===== src/rtl/dmarc_pkg.sv =====
package dmarc_pkg;

  typedef enum logic [2:0] {
    ST_IDLE,
    ST_ARM,
    ST_SYNC_IN,
    ST_XFER,
    ST_SYNC_OUT
  } seq_state_t;

  typedef enum logic [1:0] {
    SPD_FAST = 2'b00,
    SPD_MID  = 2'b01,
    SPD_SLOW = 2'b10,
    SPD_SLOW_ALT = 2'b11
  } cpu_speed_t;

endpackage


===== src/rtl/dmarc_phase_gen.sv =====
module dmarc_phase_gen #(
  parameter int PERIOD = 8
) (
  input  logic                      clk,
  input  logic                      rst_n,
  output logic [$clog2(PERIOD)-1:0] phase,
  output logic                      at_zero,
  output logic                      at_last
);
  localparam int PW = $clog2(PERIOD);

  logic [PW-1:0] ph_q;

  always_ff @(posedge clk or negedge rst_n) begin
    if (!rst_n) begin
      ph_q <= '0;
    end else if (ph_q == PW'(PERIOD - 1)) begin
      ph_q <= '0;
    end else begin
      ph_q <= ph_q + 1'b1;
    end
  end

  assign phase   = ph_q;
  assign at_zero = (ph_q == '0);
  assign at_last = (ph_q == PW'(PERIOD - 1));
endmodule


===== src/rtl/dmarc_chan_sched.sv =====
module dmarc_chan_sched #(
  parameter int NCH = 8,
  parameter int CW  = 16
) (
  input  logic                     clk,
  input  logic                     rst_n,
  input  logic                     load,
  input  logic [NCH-1:0]           load_mask,
  input  logic                     take,
  input  logic [NCH*CW-1:0]        chan_count,
  output logic [$clog2(NCH)-1:0]   cur_chan,
  output logic                     all_done
);
  localparam int CHW = $clog2(NCH);

  logic [NCH-1:0] pend_q;
  logic [CW:0]    rem_q;
  logic           first_q;
  logic           done_q;

  logic [CW-1:0]  cnt_arr [NCH];
  logic [CHW-1:0] sel;
  logic [NCH-1:0] sel_oh;
  logic [CW-1:0]  cnt_sel;
  logic [CW:0]    eff;
  logic [CW:0]    rem_after;
  logic           others;

  for (genvar g = 0; g < NCH; g++) begin : g_cnt
    assign cnt_arr[g] = chan_count[g*CW +: CW];
  end

  // lowest pending channel wins
  always_comb begin
    sel = '0;
    for (int i = NCH - 1; i >= 0; i--) begin
      if (pend_q[i]) sel = CHW'(i);
    end
  end

  assign sel_oh    = NCH'(1) << sel;
  assign cnt_sel   = cnt_arr[sel];
  assign eff       = (cnt_sel == '0) ? {1'b1, {CW{1'b0}}} : {1'b0, cnt_sel};
  assign rem_after = (first_q ? eff : rem_q) - (CW+1)'(1);
  assign others    = |(pend_q & ~sel_oh);

  always_ff @(posedge clk or negedge rst_n) begin
    if (!rst_n) begin
      pend_q  <= '0;
      rem_q   <= '0;
      first_q <= 1'b1;
      done_q  <= 1'b0;
    end else if (load) begin
      pend_q  <= load_mask;
      rem_q   <= '0;
      first_q <= 1'b1;
      done_q  <= 1'b0;
    end else if (take) begin
      if (rem_after == '0) begin
        pend_q  <= pend_q & ~sel_oh;
        first_q <= 1'b1;
        if (!others) done_q <= 1'b1;
      end else begin
        rem_q   <= rem_after;
        first_q <= 1'b0;
      end
    end
  end

  assign cur_chan = sel;
  assign all_done = done_q;
endmodule


===== src/rtl/dmarc_seq_fsm.sv =====
module dmarc_seq_fsm
  import dmarc_pkg::*;
#(
  parameter int CYC_FAST = 6,
  parameter int CYC_MID  = 8,
  parameter int CYC_SLOW = 12
) (
  input  logic       clk,
  input  logic       rst_n,
  input  logic       trig_we,
  input  logic       trig_nonzero,
  input  logic       cpu_cycle_end,
  input  logic [1:0] next_speed,
  input  logic       dma_at_zero,
  input  logic       dma_at_last,
  input  logic       last_done,
  output logic       load,
  output logic       cpu_halt,
  output logic       dma_active,
  output logic       xfer_stb,
  output logic       resume_stb
);
  localparam int LW = $clog2(CYC_SLOW);

  seq_state_t state_q;
  logic [LW-1:0] len_m1_q;
  logic [LW-1:0] cpu_ph_q;
  logic [1:0]    sc_q;
  logic          resume_q;
  logic [LW-1:0] len_sel;
  logic          enter_halt;
  logic          enter_out;
  logic          leave_in;
  logic          leave_out;

  always_comb begin
    case (cpu_speed_t'(next_speed))
      SPD_FAST: len_sel = LW'(CYC_FAST - 1);
      SPD_MID:  len_sel = LW'(CYC_MID - 1);
      default:  len_sel = LW'(CYC_SLOW - 1);
    endcase
  end

  assign load       = (state_q == ST_IDLE) && trig_we && trig_nonzero;
  assign enter_halt = (state_q == ST_ARM) && cpu_cycle_end;
  assign leave_in   = (state_q == ST_SYNC_IN) && (sc_q != 2'd0) && dma_at_last;
  assign enter_out  = (state_q == ST_XFER) && dma_at_last && last_done;
  assign leave_out  = (state_q == ST_SYNC_OUT) && (sc_q != 2'd0) && (cpu_ph_q == len_m1_q);

  always_ff @(posedge clk or negedge rst_n) begin
    if (!rst_n) begin
      state_q <= ST_IDLE;
    end else begin
      unique case (state_q)
        ST_IDLE:     if (load)       state_q <= ST_ARM;
        ST_ARM:      if (enter_halt) state_q <= ST_SYNC_IN;
        ST_SYNC_IN:  if (leave_in)   state_q <= ST_XFER;
        ST_XFER:     if (enter_out)  state_q <= ST_SYNC_OUT;
        ST_SYNC_OUT: if (leave_out)  state_q <= ST_IDLE;
        default:                     state_q <= ST_IDLE;
      endcase
    end
  end

  // CPU-cycle phase counted from the first halted cycle
  always_ff @(posedge clk or negedge rst_n) begin
    if (!rst_n) begin
      len_m1_q <= LW'(CYC_SLOW - 1);
      cpu_ph_q <= '0;
    end else if (enter_halt) begin
      len_m1_q <= len_sel;
      cpu_ph_q <= '0;
    end else if (cpu_ph_q == len_m1_q) begin
      cpu_ph_q <= '0;
    end else begin
      cpu_ph_q <= cpu_ph_q + 1'b1;
    end
  end

  // minimum-gap counter for both alignments
  always_ff @(posedge clk or negedge rst_n) begin
    if (!rst_n) begin
      sc_q <= '0;
    end else if (enter_halt || enter_out) begin
      sc_q <= '0;
    end else if (sc_q != 2'd3) begin
      sc_q <= sc_q + 1'b1;
    end
  end

  always_ff @(posedge clk or negedge rst_n) begin
    if (!rst_n) resume_q <= 1'b0;
    else        resume_q <= leave_out;
  end

  assign cpu_halt   = (state_q == ST_SYNC_IN) || (state_q == ST_XFER) ||
                      (state_q == ST_SYNC_OUT);
  assign dma_active = (state_q == ST_XFER);
  assign xfer_stb   = (state_q == ST_XFER) && dma_at_zero;
  assign resume_stb = resume_q;
endmodule


===== src/rtl/dmarc_win_guard.sv =====
module dmarc_win_guard #(
  parameter int          AW     = 16,
  parameter int unsigned WIN_LO = 32'h4300,
  parameter int unsigned WIN_HI = 32'h437F,
  parameter int unsigned TRIG_A = 32'h420B,
  parameter int unsigned TRIG_B = 32'h420C
) (
  input  logic          stb,
  input  logic [AW-1:0] eng_addr,
  input  logic          eng_write,
  output logic          bus_rd_en,
  output logic          bus_wr_en,
  output logic          open_bus_sel
);
  logic in_win;
  logic is_trig;
  logic blocked;

  assign in_win  = (eng_addr >= AW'(WIN_LO)) && (eng_addr <= AW'(WIN_HI));
  assign is_trig = (eng_addr == AW'(TRIG_A)) || (eng_addr == AW'(TRIG_B));
  assign blocked = in_win || is_trig;

  assign bus_wr_en    = stb && eng_write && !blocked;
  assign bus_rd_en    = stb && !eng_write && !blocked;
  assign open_bus_sel = stb && !eng_write && blocked;
endmodule


===== src/rtl/dma_resync_ctrl.sv =====
module dma_resync_ctrl #(
  parameter int NCH      = 8,
  parameter int CW       = 16,
  parameter int AW       = 16,
  parameter int PERIOD   = 8,
  parameter int CYC_FAST = 6,
  parameter int CYC_MID  = 8,
  parameter int CYC_SLOW = 12
) (
  input  logic                    clk,
  input  logic                    rst_n,
  input  logic                    trig_we,
  input  logic [NCH-1:0]          trig_data,
  input  logic [NCH*CW-1:0]       chan_count,
  input  logic                    cpu_cycle_end,
  input  logic [1:0]              next_speed,
  input  logic [AW-1:0]           eng_addr,
  input  logic                    eng_write,
  output logic                    cpu_halt,
  output logic                    dma_active,
  output logic                    xfer_stb,
  output logic [$clog2(NCH)-1:0]  xfer_chan,
  output logic                    bus_rd_en,
  output logic                    bus_wr_en,
  output logic                    open_bus_sel,
  output logic                    resume_stb
);
  localparam int PW = $clog2(PERIOD);

  logic [PW-1:0] phase;
  logic          at_zero;
  logic          at_last;
  logic          load;
  logic          last_done;
  logic          stb;

  dmarc_phase_gen #(.PERIOD(PERIOD)) u_phase (
    .clk     (clk),
    .rst_n   (rst_n),
    .phase   (phase),
    .at_zero (at_zero),
    .at_last (at_last)
  );

  dmarc_seq_fsm #(
    .CYC_FAST (CYC_FAST),
    .CYC_MID  (CYC_MID),
    .CYC_SLOW (CYC_SLOW)
  ) u_seq (
    .clk           (clk),
    .rst_n         (rst_n),
    .trig_we       (trig_we),
    .trig_nonzero  (|trig_data),
    .cpu_cycle_end (cpu_cycle_end),
    .next_speed    (next_speed),
    .dma_at_zero   (at_zero),
    .dma_at_last   (at_last),
    .last_done     (last_done),
    .load          (load),
    .cpu_halt      (cpu_halt),
    .dma_active    (dma_active),
    .xfer_stb      (stb),
    .resume_stb    (resume_stb)
  );

  dmarc_chan_sched #(.NCH(NCH), .CW(CW)) u_sched (
    .clk        (clk),
    .rst_n      (rst_n),
    .load       (load),
    .load_mask  (trig_data),
    .take       (stb),
    .chan_count (chan_count),
    .cur_chan   (xfer_chan),
    .all_done   (last_done)
  );

  dmarc_win_guard #(.AW(AW)) u_guard (
    .stb          (stb),
    .eng_addr     (eng_addr),
    .eng_write    (eng_write),
    .bus_rd_en    (bus_rd_en),
    .bus_wr_en    (bus_wr_en),
    .open_bus_sel (open_bus_sel)
  );

  assign xfer_stb = stb;
endmodule


===== config.mk =====
export PLATFORM = sky130hd
export DESIGN_NAME = dma_resync_ctrl
export DESIGN_NICKNAME = d
export VERILOG_FILES = /design/src/rtl/dmarc_pkg.sv /design/src/rtl/dmarc_phase_gen.sv /design/src/rtl/dmarc_chan_sched.sv /design/src/rtl/dmarc_seq_fsm.sv /design/src/rtl/dmarc_win_guard.sv /design/src/rtl/dma_resync_ctrl.sv
export SDC_FILE = /design/constraint.sdc
export NUM_CORES = 1
export LEC_CHECK = 0
export BUFFER_PORTS_ARGS = -buffer_cell sky130_fd_sc_hd__buf_2
export CAP_MARGIN = 20
export CELL_PAD_IN_SITES_DETAIL_PLACEMENT = 1
export CELL_PAD_IN_SITES_GLOBAL_PLACEMENT = 1
export CORE_ASPECT_RATIO = 0.8
export CORE_UTILIZATION = 39
export CTS_BUF_LIST = sky130_fd_sc_hd__clkbuf_4 sky130_fd_sc_hd__clkbuf_8
export DETAILED_ROUTE_END_ITERATION = 16
export MAX_ROUTING_LAYER = met4
export PLACE_DENSITY_LB_ADDON = 0.1
export RECOVER_POWER = 25
export SYNTH_ARGS = -nofsm -noshare
export SYNTH_HDL_FRONTEND = slang
export SYNTH_SLANG_ARGS = --single-unit

===== constraint.sdc =====
create_clock -name clk -period 10.8 [get_ports clk]
set_input_delay 1.08 -clock clk [delete_from_list [all_inputs] [get_ports clk]]
set_output_delay 1.08 -clock clk [all_outputs]
set_load 0.03 [all_outputs]

==> impl_metrics.json, run 1 <==
{
  "grt_use_total": 0.3203,
  "worst_pin_slew_ns": 2.332,
  "wirelength_um": 17240,
  "row_count": 33,
  "num_vias": 4957,
  "yosysMostFrequentCell": "nand2_1",
  "p_per_area_mw_per_mm2": 301.8,
  "drive_above_1_share": 0.3155,
  "maxSlewHeadroom": -0.5544,
  "setup_viol": 0,
  "hold_viol": 0,
  "violations": "capacitance limit, slew limit",
  "synth_nets": 688,
  "clock_skew_ns": 0.01090,
  "synth_edf_count": 0,
  "finalCritPeriodShare": 0.5368,
  "hold_slack_ns": 0.4791,
  "cts_setup_buffers": 0,
  "ys_top_cells_by_area": "dfrtp_1 (24%), mux2i_1 (7.3%), nand2_1 (5.4%)",
  "max_freq_mhz": 172.5,
  "grt_pass1_vias": 5152,
  "cts.sinks": 43,
  "antenna_found_initial": 0,
  "via_per_inst": 6.105,
  "cts_made_buffers": 5,
  "ios": 169,
  "dr.pass1.iters": 5,
  "max-cap-violations": 1,
  "dp_hpwl_um": 13690,
  "start_util": 0.4076,
  "fin_nets": 838,
  "outcome": "finished with violations",
  "synthTopCellsByCount": "nand2_1 (61), dfrtp_1 (40), nor2_1 (33)",
  "endpoint": "u_sched.pend_q[5]$_DFFE_PN0P_",
  "ctsResizeCount": 0,
  "coreArea_sq_mm": 0.01045,
  "yosysSeqAreaShare": 0.2536,
  "end_kind": "register",
  "worstReg2RegStart": "u_sched.pend_q[0]$_DFFE_PN0P_",
  "synthCells": 521,
  "rsz0062_at_grt": "no",
  "io_buffers": 168,
  "place.gp.congestion": 0.9874,
  "htree_num_levels": 2,
  "synth_top_cell_by_area": "dfrtp_1",
  "mappedNetlistArea_sq_mm": 0.004258,
  "diodes": 0,
  "die_area_sq_mm": 0.01134,
  "fillers": 1326,
  "path_class": "reg2reg",
  "clk_latency_ns": 0.31,
  "cts_tree": "yes",
  "cts_hold_buffers": 0,
  "ant_nets": 0,
  "ys_seq_elements": 43,
  "grt_first_pass_wirelength_um": 27280,
  "r2r_end": "u_sched.pend_q[5]$_DFFE_PN0P_",
  "worstPathRequired_ns": 10.93,
  "drv_slew": 44,
  "drc": 0,
  "die_h_um": 95.46,
  "first_iter_violations": 433,
  "cp-startpoint": "u_sched.pend_q[0]$_DFFE_PN0P_",
  "hold_path_class": "reg2reg",
  "grt_max_degree": 44,
  "r2r_cells": 15,
  "reg2reg_slack_ns": 5.00,
  "synth-main-ff-cell": "dfrtp_1",
  "clkTransAtPathRegs_ns": 0.08,
  "power.leakage_uw": 0.002380,
  "setup_tns_ns": 0,
  "fin_crit_ns": 5.798,
  "setup_slack_ns": 5.002,
  "async_flop_share": 1.000,
  "cp_max_fo": 26,
  "ys_warn_count": 0,
  "die_w_um": 118.8,
  "synth_top_area_share": 0.2351,
  "area_growth_pct": 23.54,
  "wire_per_inst_um": 21.23,
  "cts.root.buffer_cell": "clkbuf_8",
  "post-place-ws_ns": 5.151,
  "overflow": 0,
  "syn_area_per_cell_sq_um": 8.172,
  "ir_drop_mv": 0.09083,
  "worstSetupStartpointType": "register",
  "synth.distinct_cells": 76,
  "worstHoldStart": "u_seq.len_m1_q[3]$_DFFE_PN1P_",
  "cts.path.max_buffers": 2,
  "cp.arrival_ns": 5.93
}
## worst max-delay path, cell delays in order, from the launching register on
cell,delay (ns)
dfrtp_1,0.99
clkinv_1,0.53
o21a_1,0.58
a221o_1,0.44
a211oi_1,0.22
a22oi_1,0.16
mux2i_1,0.24
ha_1,0.24
inv_1,0.08
a211oi_1,0.67
and3_1,0.26
o21a_1,0.15
o22ai_1,0.14
nor4_4,0.30
and2_1,0.43
a31oi_1,0.17
## cell type report
class | instances | area (sq um) | share of cell area
clock buffer | 6 | 76.32 | 0.01451
sequential | 43 | 1080 | 0.2053
multi-input combinational | 421 | 2934 | 0.5578
clock inverter | 2 | 12.51 | 0.002379
tap | 140 | 175.2 | 0.03330
timing repair buffer | 174 | 884.6 | 0.1682
inverter | 26 | 97.59 | 0.01855
## per-stage QoR
step | cell area [sq um] | utilization | total power, uW | instances
global placement | 5165 | 0.4944 | 1410 | 803
finish | 5260 | 0.5035 | 1587 | 812
floorplan | 4258 | - | 1119 | 521
global route | 5260 | 0.5035 | 1705 | 812
CTS | 5261 | 0.5037 | 1571 | 812
detailed placement | 5172 | 0.4951 | 1456 | 804
## power breakdown
group          internal [uW]  leakage, uW  switching [uW]
registers                227     0.000530             130
clock network           47.8    0.0000446            58.3
logic                    418      0.00181             707
## logic make-up after synthesis
logic type,synth area share
compound gates,0.2706
xor+xnor,0.04114
fa+ha+maj,0.02351
buf+inv,0.05730
flops,0.2536
mux,0.08874
simple gates,0.2651
## sequential cells by signal, indices dropped and copies added, names as in the netlist, 2 cells and up
register	cells
u_sched.rem_q	17
u_sched.pend_q	8
u_seq.cpu_ph_q	4
u_phase.phase	3
u_seq.len_m1_q	3
u_seq.state_q	3
u_seq.sc_q	2
## metal layers
| layer | part of all wire | routed length (um) | vias to the layer above | GRT usage |
|---|---|---|---|---|
| met4 | 0.026 | 448 | 0 | 0.1044 |
| met5 | 0 | 0 | - | - |
| met3 | 0.066 | 1145 | 35 | 0.05323 |
| met1 | 0.45 | 7733 | 2436 | 0.4125 |
| met2 | 0.46 | 7909 | 208 | 0.5146 |
| li1 | - | - | 2278 | - |
## worst min path at each step
stage	endpoint	slack, ns	cells past startpoint
final	u_seq.len_m1_q[3]$_DFFE_PN1P_	0.48	2
after CTS	u_seq.len_m1_q[3]$_DFFE_PN1P_	0.48	2
after floorplan	u_phase.phase[0]$_DFF_PN0_	0.42	1
after detailed placement	u_seq.len_m1_q[3]$_DFFE_PN1P_	0.46	2
after global placement	u_phase.phase[0]$_DFF_PN0_	0.44	1
after global routing	u_seq.len_m1_q[3]$_DFFE_PN1P_	0.49	2
## layout by cell type, fill, tap and decap left out, types with 16 or more instances in the layout
cell      instances
a21oi_1          25
a221oi_1         16
buf_2           167
dfrtp_1          40
inv_1            24
mux2i_1          31
nand2_1          61
nor2_1           33
nor3_1           16
Note: power is estimated with default switching activity, not from simulation.
==> run 2, diff against run 1 <==
Settings changed: ABC_AREA set to 1, CORE_UTILIZATION 39 to 31.
Clock period 10.8 ns to 4.9 ns, I/O delays scaled along.
==> run 2 against run 1 <==
  * The run still ends with capacitance limit, slew limit left
  * Fmax increased by 36%
  * Synthesized area increased by 12%
  * Hold slack got worse by 0.40 ns
  * Clock skew increased by 0.00096 ns
  * First-iteration DRC count decreased by 42%
  * Global-route usage decreased by 6.5 points
  * Combinational power increased to 3.3 times the previous value
  * Total power increased to 2.9 times the previous value
  * Cell count increased by 39%
  * Worst setup slack got worse by 4.4 ns
  * Critical endpoint is now u_sched.rem_q[4]$_DFFE_PN0P_
==> impl_metrics.json, run 2 <==
{
  "synthTopCellsByCount": "nand2_1 (230), nand3_1 (143), nor2_1 (87)",
  "clock_skew_ns": 0.01186,
  "die_area_sq_mm": 0.01582,
  "synth.distinct_cells": 43,
  "post_layout_nonfiller_instances": 1127,
  "drv_slew": 37,
  "rsz0062_at_grt": "no",
  "maxSlewHeadroom": -0.3601,
  "synth_top_area_share": 0.2108,
  "cp_common_cell": "nand2_1",
  "hold_path_class": "in2async",
  "overflow": 0,
  "fin_nets": 1104,
  "grt_max_degree": 58,
  "max_flop_register": "u_sched.rem_q",
  "cts.sinks": 43,
  "dp_hpwl_um": 15460,
  "diodes": 0,
  "setup_tns_ns": 0,
  "max_freq_mhz": 234.8,
  "htree_num_levels": 2,
  "cts.root.buffer_cell": "clkbuf_8",
  "cts_tree": "yes",
  "fin_crit_ns": 4.259,
  "die_w_um": 140.4,
  "cp.arrival_ns": 4.51,
  "ios": 169,
  "grt_pass1_vias": 6127,
  "end_kind": "register",
  "p_per_area_mw_per_mm2": 783.5,
  "dr.pass1.iters": 4,
  "crit_cells": 26,
  "synthCells": 786,
  "violations": "capacitance limit, slew limit",
  "synth-main-ff-cell": "dfrtp_1",
  "max-cap-violations": 1,
  "setup_viol": 0,
  "cp_max_fo": 34,
  "layout_commonest_cell": "nand2_1",
  "slowest_stage": "nor2_2",
  "cts_made_buffers": 5,
  "hold_viol": 0,
  "reg_top3": "u_sched.rem_q (17), u_sched.pend_q (8), u_seq.cpu_ph_q (4)",
  "cts.path.max_buffers": 2,
  "ant_nets": 0,
  "power.leakage_uw": 0.003198,
  "wirelength_um": 18850,
  "ctsResizeCount": 0,
  "drive_above_1_share": 0.2740,
  "via_per_inst": 5.183,
  "num_vias": 5841,
  "start_util": 0.3173,
  "row_count": 40,
  "cp_top_family": "simple AND/OR/NAND/NOR gates",
  "ys_top_cells_by_area": "dfrtp_1 (21%), nand2_1 (18%), nand3_1 (15%)",
  "finalCritPeriodShare": 0.8691,
  "worstSetupStartpointType": "register",
  "cp_num_buf_inv": 2,
  "grt_first_pass_wirelength_um": 30880,
  "die_h_um": 112.7,
  "ys_warn_count": 0,
  "antenna_found_initial": 0,
  "synth_nets": 953,
  "outcome": "finished with violations",
  "coreArea_sq_mm": 0.01496,
  "clk_latency_ns": 0.31,
  "worstPathRequired_ns": 5.15,
  "ir_drop_mv": 0.3078,
  "ys_seq_elements": 43,
  "largest_register_ffs": 17,
  "async_flop_share": 1.000,
  "place_inst": 1116,
  "mappedNetlistArea_sq_mm": 0.004748,
  "first_iter_violations": 250,
  "drc": 0,
  "yosysMostFrequentCell": "nand2_1",
  "io_buffers": 168,
  "worst_pin_slew_ns": 2.040,
  "grt_use_total": 0.2550,
  "final_cell_mix": "nand2_1 (230), buf_2 (167), nand3_1 (143), nor2_1 (86), inv_1 (76)",
  "clkTransAtPathRegs_ns": 0.10,
  "path_class": "reg2reg",
  "place.gp.congestion": 0.9370,
  "r2r_cells": 26,
  "wire_per_inst_um": 16.72,
  "yosysSeqAreaShare": 0.2274,
  "area_growth_pct": 22.06,
  "synth_edf_count": 0,
  "critPathMaxStageDelay_ns": 0.61,
  "syn_area_per_cell_sq_um": 6.041,
  "synth_top_cell_by_area": "dfrtp_1"
}
-- run 2: changes by cell type in the layout (fill, tap and decap cells not counted), sizes merged, moves of 18 or more --
cell	previous run	this run
a21oi	26	8
inv	25	87
nand4	11	32
nand2	61	254
nand3	12	156
mux2i	31	1
nor2	34	106
-- run 2: final cells by class --
type                       instances  area (sq um)
clock buffer                       6         82.58
clock inverter                     2         38.79
fill                            2053          9169
inverter                          87         326.6
multi-input combinational        623          3128
sequential                        43          1080
tap                              189         236.5
timing repair buffer             177         903.4
-- run 2: kinds of logic (layout without fill, tap and decap cells) --
logic type               after synthesis  in the layout  synth area share
AND/OR/NAND/NOR                      578            578            0.5823
adder cells (fa/ha/maj)                8              8           0.02108
XOR/XNOR                               8              8           0.01476
buffers and inverters                120            272            0.1144
flip-flops                            43             43            0.2274
AO/OA/AOI/OAI                         28             28           0.03795
multiplexers                           1              1          0.002108
-- run 2: stage by stage --
| stage | utilization | worst slack [ns] | power [uW] | hold slack (ns) | area [sq um] |
|---|---|---|---|---|---|
| after detailed placement | 0.3780 | 0.4583 | 4213 | 0.4540 | 5657 |
| final | 0.3873 | 0.6413 | 4541 | 0.07575 | 5796 |
| after CTS | 0.3861 | 0.4225 | 4546 | 0.3744 | 5778 |
| after floorplan | - | 1.736 | 3380 | 0.1944 | 4748 |
| after global routing | 0.3873 | 0.04555 | 5067 | 0.1048 | 5796 |
| after global placement | 0.3780 | 0.7170 | 4102 | 0.4387 | 5657 |
-- run 2: repair_timing --
| item | CTS | global route |
|---|---|---|
| endpoints found under the setup margin | 0 | 18 |
| hold endpoints to repair | 0 | 0 |
| setup buffers | 0 | 2 |
| hold buffers | 0 | 0 |
-- run 2: path summary, 6_finish.rpt --
kind,start,to,slack [ns]
max,u_sched.pend_q[6]$_DFFE_PN0P_,u_sched.rem_q[4]$_DFFE_PN0P_,0.64
min,rst_n,u_sched.rem_q[11]$_DFFE_PN0P_,0.08
max reg2reg,u_sched.pend_q[6]$_DFFE_PN0P_,u_sched.rem_q[4]$_DFFE_PN0P_,0.64
min reg2reg,u_phase.phase[0]$_DFF_PN0_,u_phase.phase[0]$_DFF_PN0_,0.47
max in group asynchronous,rst_n,u_sched.pend_q[4]$_DFFE_PN0P_,2.56
min in group clk,trig_data[0],u_sched.pend_q[0]$_DFFE_PN0P_,0.41
-- run 2: report_power, final --
| group | switching [uW] | internal [uW] | total (uW) |
|---|---|---|---|
| Combinational | 2560 | 1070 | 3640 |
| Sequential | 119 | 470 | 589 |
| Clock | 145 | 168 | 313 |
-- run 2: layer usage --
metal	routed length [um]	share of wire	global-route usage
met1	8478	0.45	0.3155
met2	9296	0.49	0.4420
met3	735	0.039	0.03343
met4	337	0.018	0.05861
met5	0	0	-
-- run 2: worst reg2reg max path: cells and delay by family, from the launching register on --
family / cells / cell delay, ns
fa+ha+maj: 1 / 0.25
buf+inv: 2 / 0.13
flops: 1 / 0.42
simple gates: 23 / 3.38
==> run 3, diff against run 2 <==
Settings changed: BUFFER_PORTS_ARGS -buffer_cell sky130_fd_sc_hd__buf_2 to -buffer_cell sky130_fd_sc_hd__clkbuf_2, GPL_TIMING_DRIVEN set to 0.
==> run 3 against run 2 <==
  * The flow still finishes with violations (capacitance limit, slew limit)
  * Die area is the same
  * Worst setup slack gained 0.32 ns
  * Cell count grew 2.2%
  * Critical path depth shrank 3
  * Non-clock buffer count grew 25
  * Clock skew shrank 0.0020 ns
  * Clock-buffer cell count shrank 1
  * Via count shrank 2.6%
  * Hold slack gained 0.14 ns
  * Critical path type unchanged
==> impl_metrics.json, run 3 (synthesized netlist as in run 2, its figures left out) <==
{
  "start_util": 0.3173,
  "wirelength_um": 18680,
  "coreArea_sq_mm": 0.01496,
  "hold_viol": 0,
  "final_cell_mix": "nand2_1 (230), clkbuf_2 (167), nand3_1 (143), nor2_1 (87), inv_1 (76)",
  "placed_area_sq_mm": 0.005846,
  "place.gp.congestion": 0.8992,
  "ctsResizeCount": 0,
  "hold_path_class": "in2async",
  "diodes": 0,
  "max-cap-violations": 1,
  "grt_first_pass_wirelength_um": 30480,
  "multi_input_area_sq_mm": 0.003126,
  "reg_top3": "u_sched.rem_q (17), u_sched.pend_q (8), u_seq.cpu_ph_q (4)",
  "fillers": 2082,
  "finalCritPeriodShare": 0.8045,
  "ant_nets": 0,
  "drive_above_1_share": 0.2835,
  "p_per_area_mw_per_mm2": 795.4,
  "max_flop_register": "u_sched.rem_q",
  "via_per_inst": 4.941,
  "area_growth_pct": 25.19,
  "setup_tns_ns": 0,
  "grt_pass1_vias": 5808,
  "end_kind": "register",
  "fin_crit_ns": 3.942,
  "maxSlewHeadroom": -0.1478,
  "clock_skew_ns": 0.009828,
  "finalPower_uw": 4728,
  "ios": 169,
  "setup_viol": 0,
  "cp.arrival_ns": 4.16,
  "cts_made_buffers": 5,
  "max_freq_mhz": 253.7,
  "grt_use_total": 0.2537,
  "power.leakage_uw": 0.003308,
  "cts.root.buffer_cell": "clkbuf_8",
  "cp_max_fo": 10,
  "post-place-ws_ns": 0.9774,
  "worst_pin_slew_ns": 1.722,
  "outcome": "finished with violations",
  "die_w_um": 140.4,
  "seq_area_sq_mm": 0.001080,
  "cts_setup_buffers": 0,
  "cts_tree": "yes",
  "clk_latency_ns": 0.32,
  "cts.path.max_buffers": 2,
  "drc": 0,
  "die_area_sq_mm": 0.01582,
  "worstSetupStartpointType": "register",
  "first_iter_violations": 280,
  "drv_slew": 32,
  "cts_hold_buffers": 0,
  "violations": "capacitance limit, slew limit",
  "overflow": 0,
  "worstPathRequired_ns": 5.11,
  "finish.instance_area_sq_mm": 0.005944,
  "layout_commonest_cell": "nand2_1",
  "dr.pass1.iters": 4,
  "fin_nets": 1129,
  "clkTransAtPathRegs_ns": 0.10,
  "grt_max_degree": 32,
  "io_buffers": 168,
  "setup_slack_ns": 0.9581,
  "cts.sinks": 43,
  "antenna_found_initial": 0,
  "htree_num_levels": 2,
  "wire_per_inst_um": 16.22,
  "largest_register_ffs": 17,
  "row_count": 40,
  "die_h_um": 112.7,
  "rsz0062_at_grt": "no",
  "path_class": "reg2reg",
  "dp_hpwl_um": 15470,
  "ir_drop_mv": 0.5210,
  "num_vias": 5692
}
run 3: cell types whose count changed in the layout (fill, tap and decap cells not counted), moves of 2 or more:
cell	before	now
buf_6	0	5
buf_1	0	2
buf_2	167	13
clkbuf_1	2	8
buf_4	8	6
clkbuf_2	0	167
run 3: worst paths after layout:
kind                                               start                       endpoint  cells after the start  slack [ns]
max in group asynchronous                          rst_n  u_sched.pend_q[0]$_DFFE_PN0P_                      2        2.63
min reg2reg                u_seq.len_m1_q[3]$_DFFE_PN1P_  u_seq.len_m1_q[3]$_DFFE_PN1P_                      2        0.48
max                        u_sched.pend_q[7]$_DFFE_PN0P_   u_sched.rem_q[2]$_DFFE_PN0P_                     23        0.96
max reg2reg                u_sched.pend_q[7]$_DFFE_PN0P_   u_sched.rem_q[2]$_DFFE_PN0P_                     23        0.96
min in group clk                           next_speed[1]  u_seq.len_m1_q[3]$_DFFE_PN1P_                      3        0.39
min                                                rst_n   u_sched.rem_q[1]$_DFFE_PN0P_                      1        0.21
run 3: per-stage QoR:
stage	cells	hold slack, ns	utilization
2_1_floorplan	786	0.1944	-
3_3_place_gp	1143	0.4465	0.3893
3_5_place_dp	1144	0.4404	0.3906
4_1_cts	1152	0.08912	0.3984
5_1_grt	1152	0.2896	0.3972
6_report	1152	0.2112	0.3972
run 3: final cells by class:
cell class,instances,share of cell area
sequential,43,0.1816
clock buffer,5,0.01158
timing repair buffer,169,0.1419
inverter,87,0.05494
clock inverter,3,0.007998
tap,189,0.03978
multi-input combinational,623,0.5258
buffer,33,0.03641
run 3: critical path, stage by stage, from the launching register on:
cell and delay (ns):
dfrtp_1 0.41, inv_1 0.06, nand2_1 0.11, nand2_1 0.13
a21oi_4 0.35, nand2_2 0.21, nor2_1 0.13, nor2_1 0.06
nand3_1 0.13, nand3_1 0.11, nand2_2 0.19, ha_1 0.25
nand3_1 0.11, nor2_2 0.20, nand2_1 0.08, nand2_1 0.11
inv_1 0.07, nor2_1 0.16, nand3_1 0.09, nor2_1 0.22
nand3_4 0.20, buf_2 0.25, nand3_1 0.11, nand2_1 0.07
run 3: metal layers:
layer | vias to the layer above | wire [um] | global-route usage
met1 | 2651 | 9448 | 0.3451
met4 | 0 | 212 | 0.04615
li1 | 2910 | - | -
met3 | 17 | 780 | 0.03343
met2 | 114 | 8241 | 0.4057
met5 | - | 0 | -
run 3: report_power, final:
part	total (uW)	internal [uW]	leakage, uW	switching [uW]
Sequential	565	469	0.000554	96.0
Clock	310	155	0.0000587	155
Combinational	3850	1180	0.00270	2670
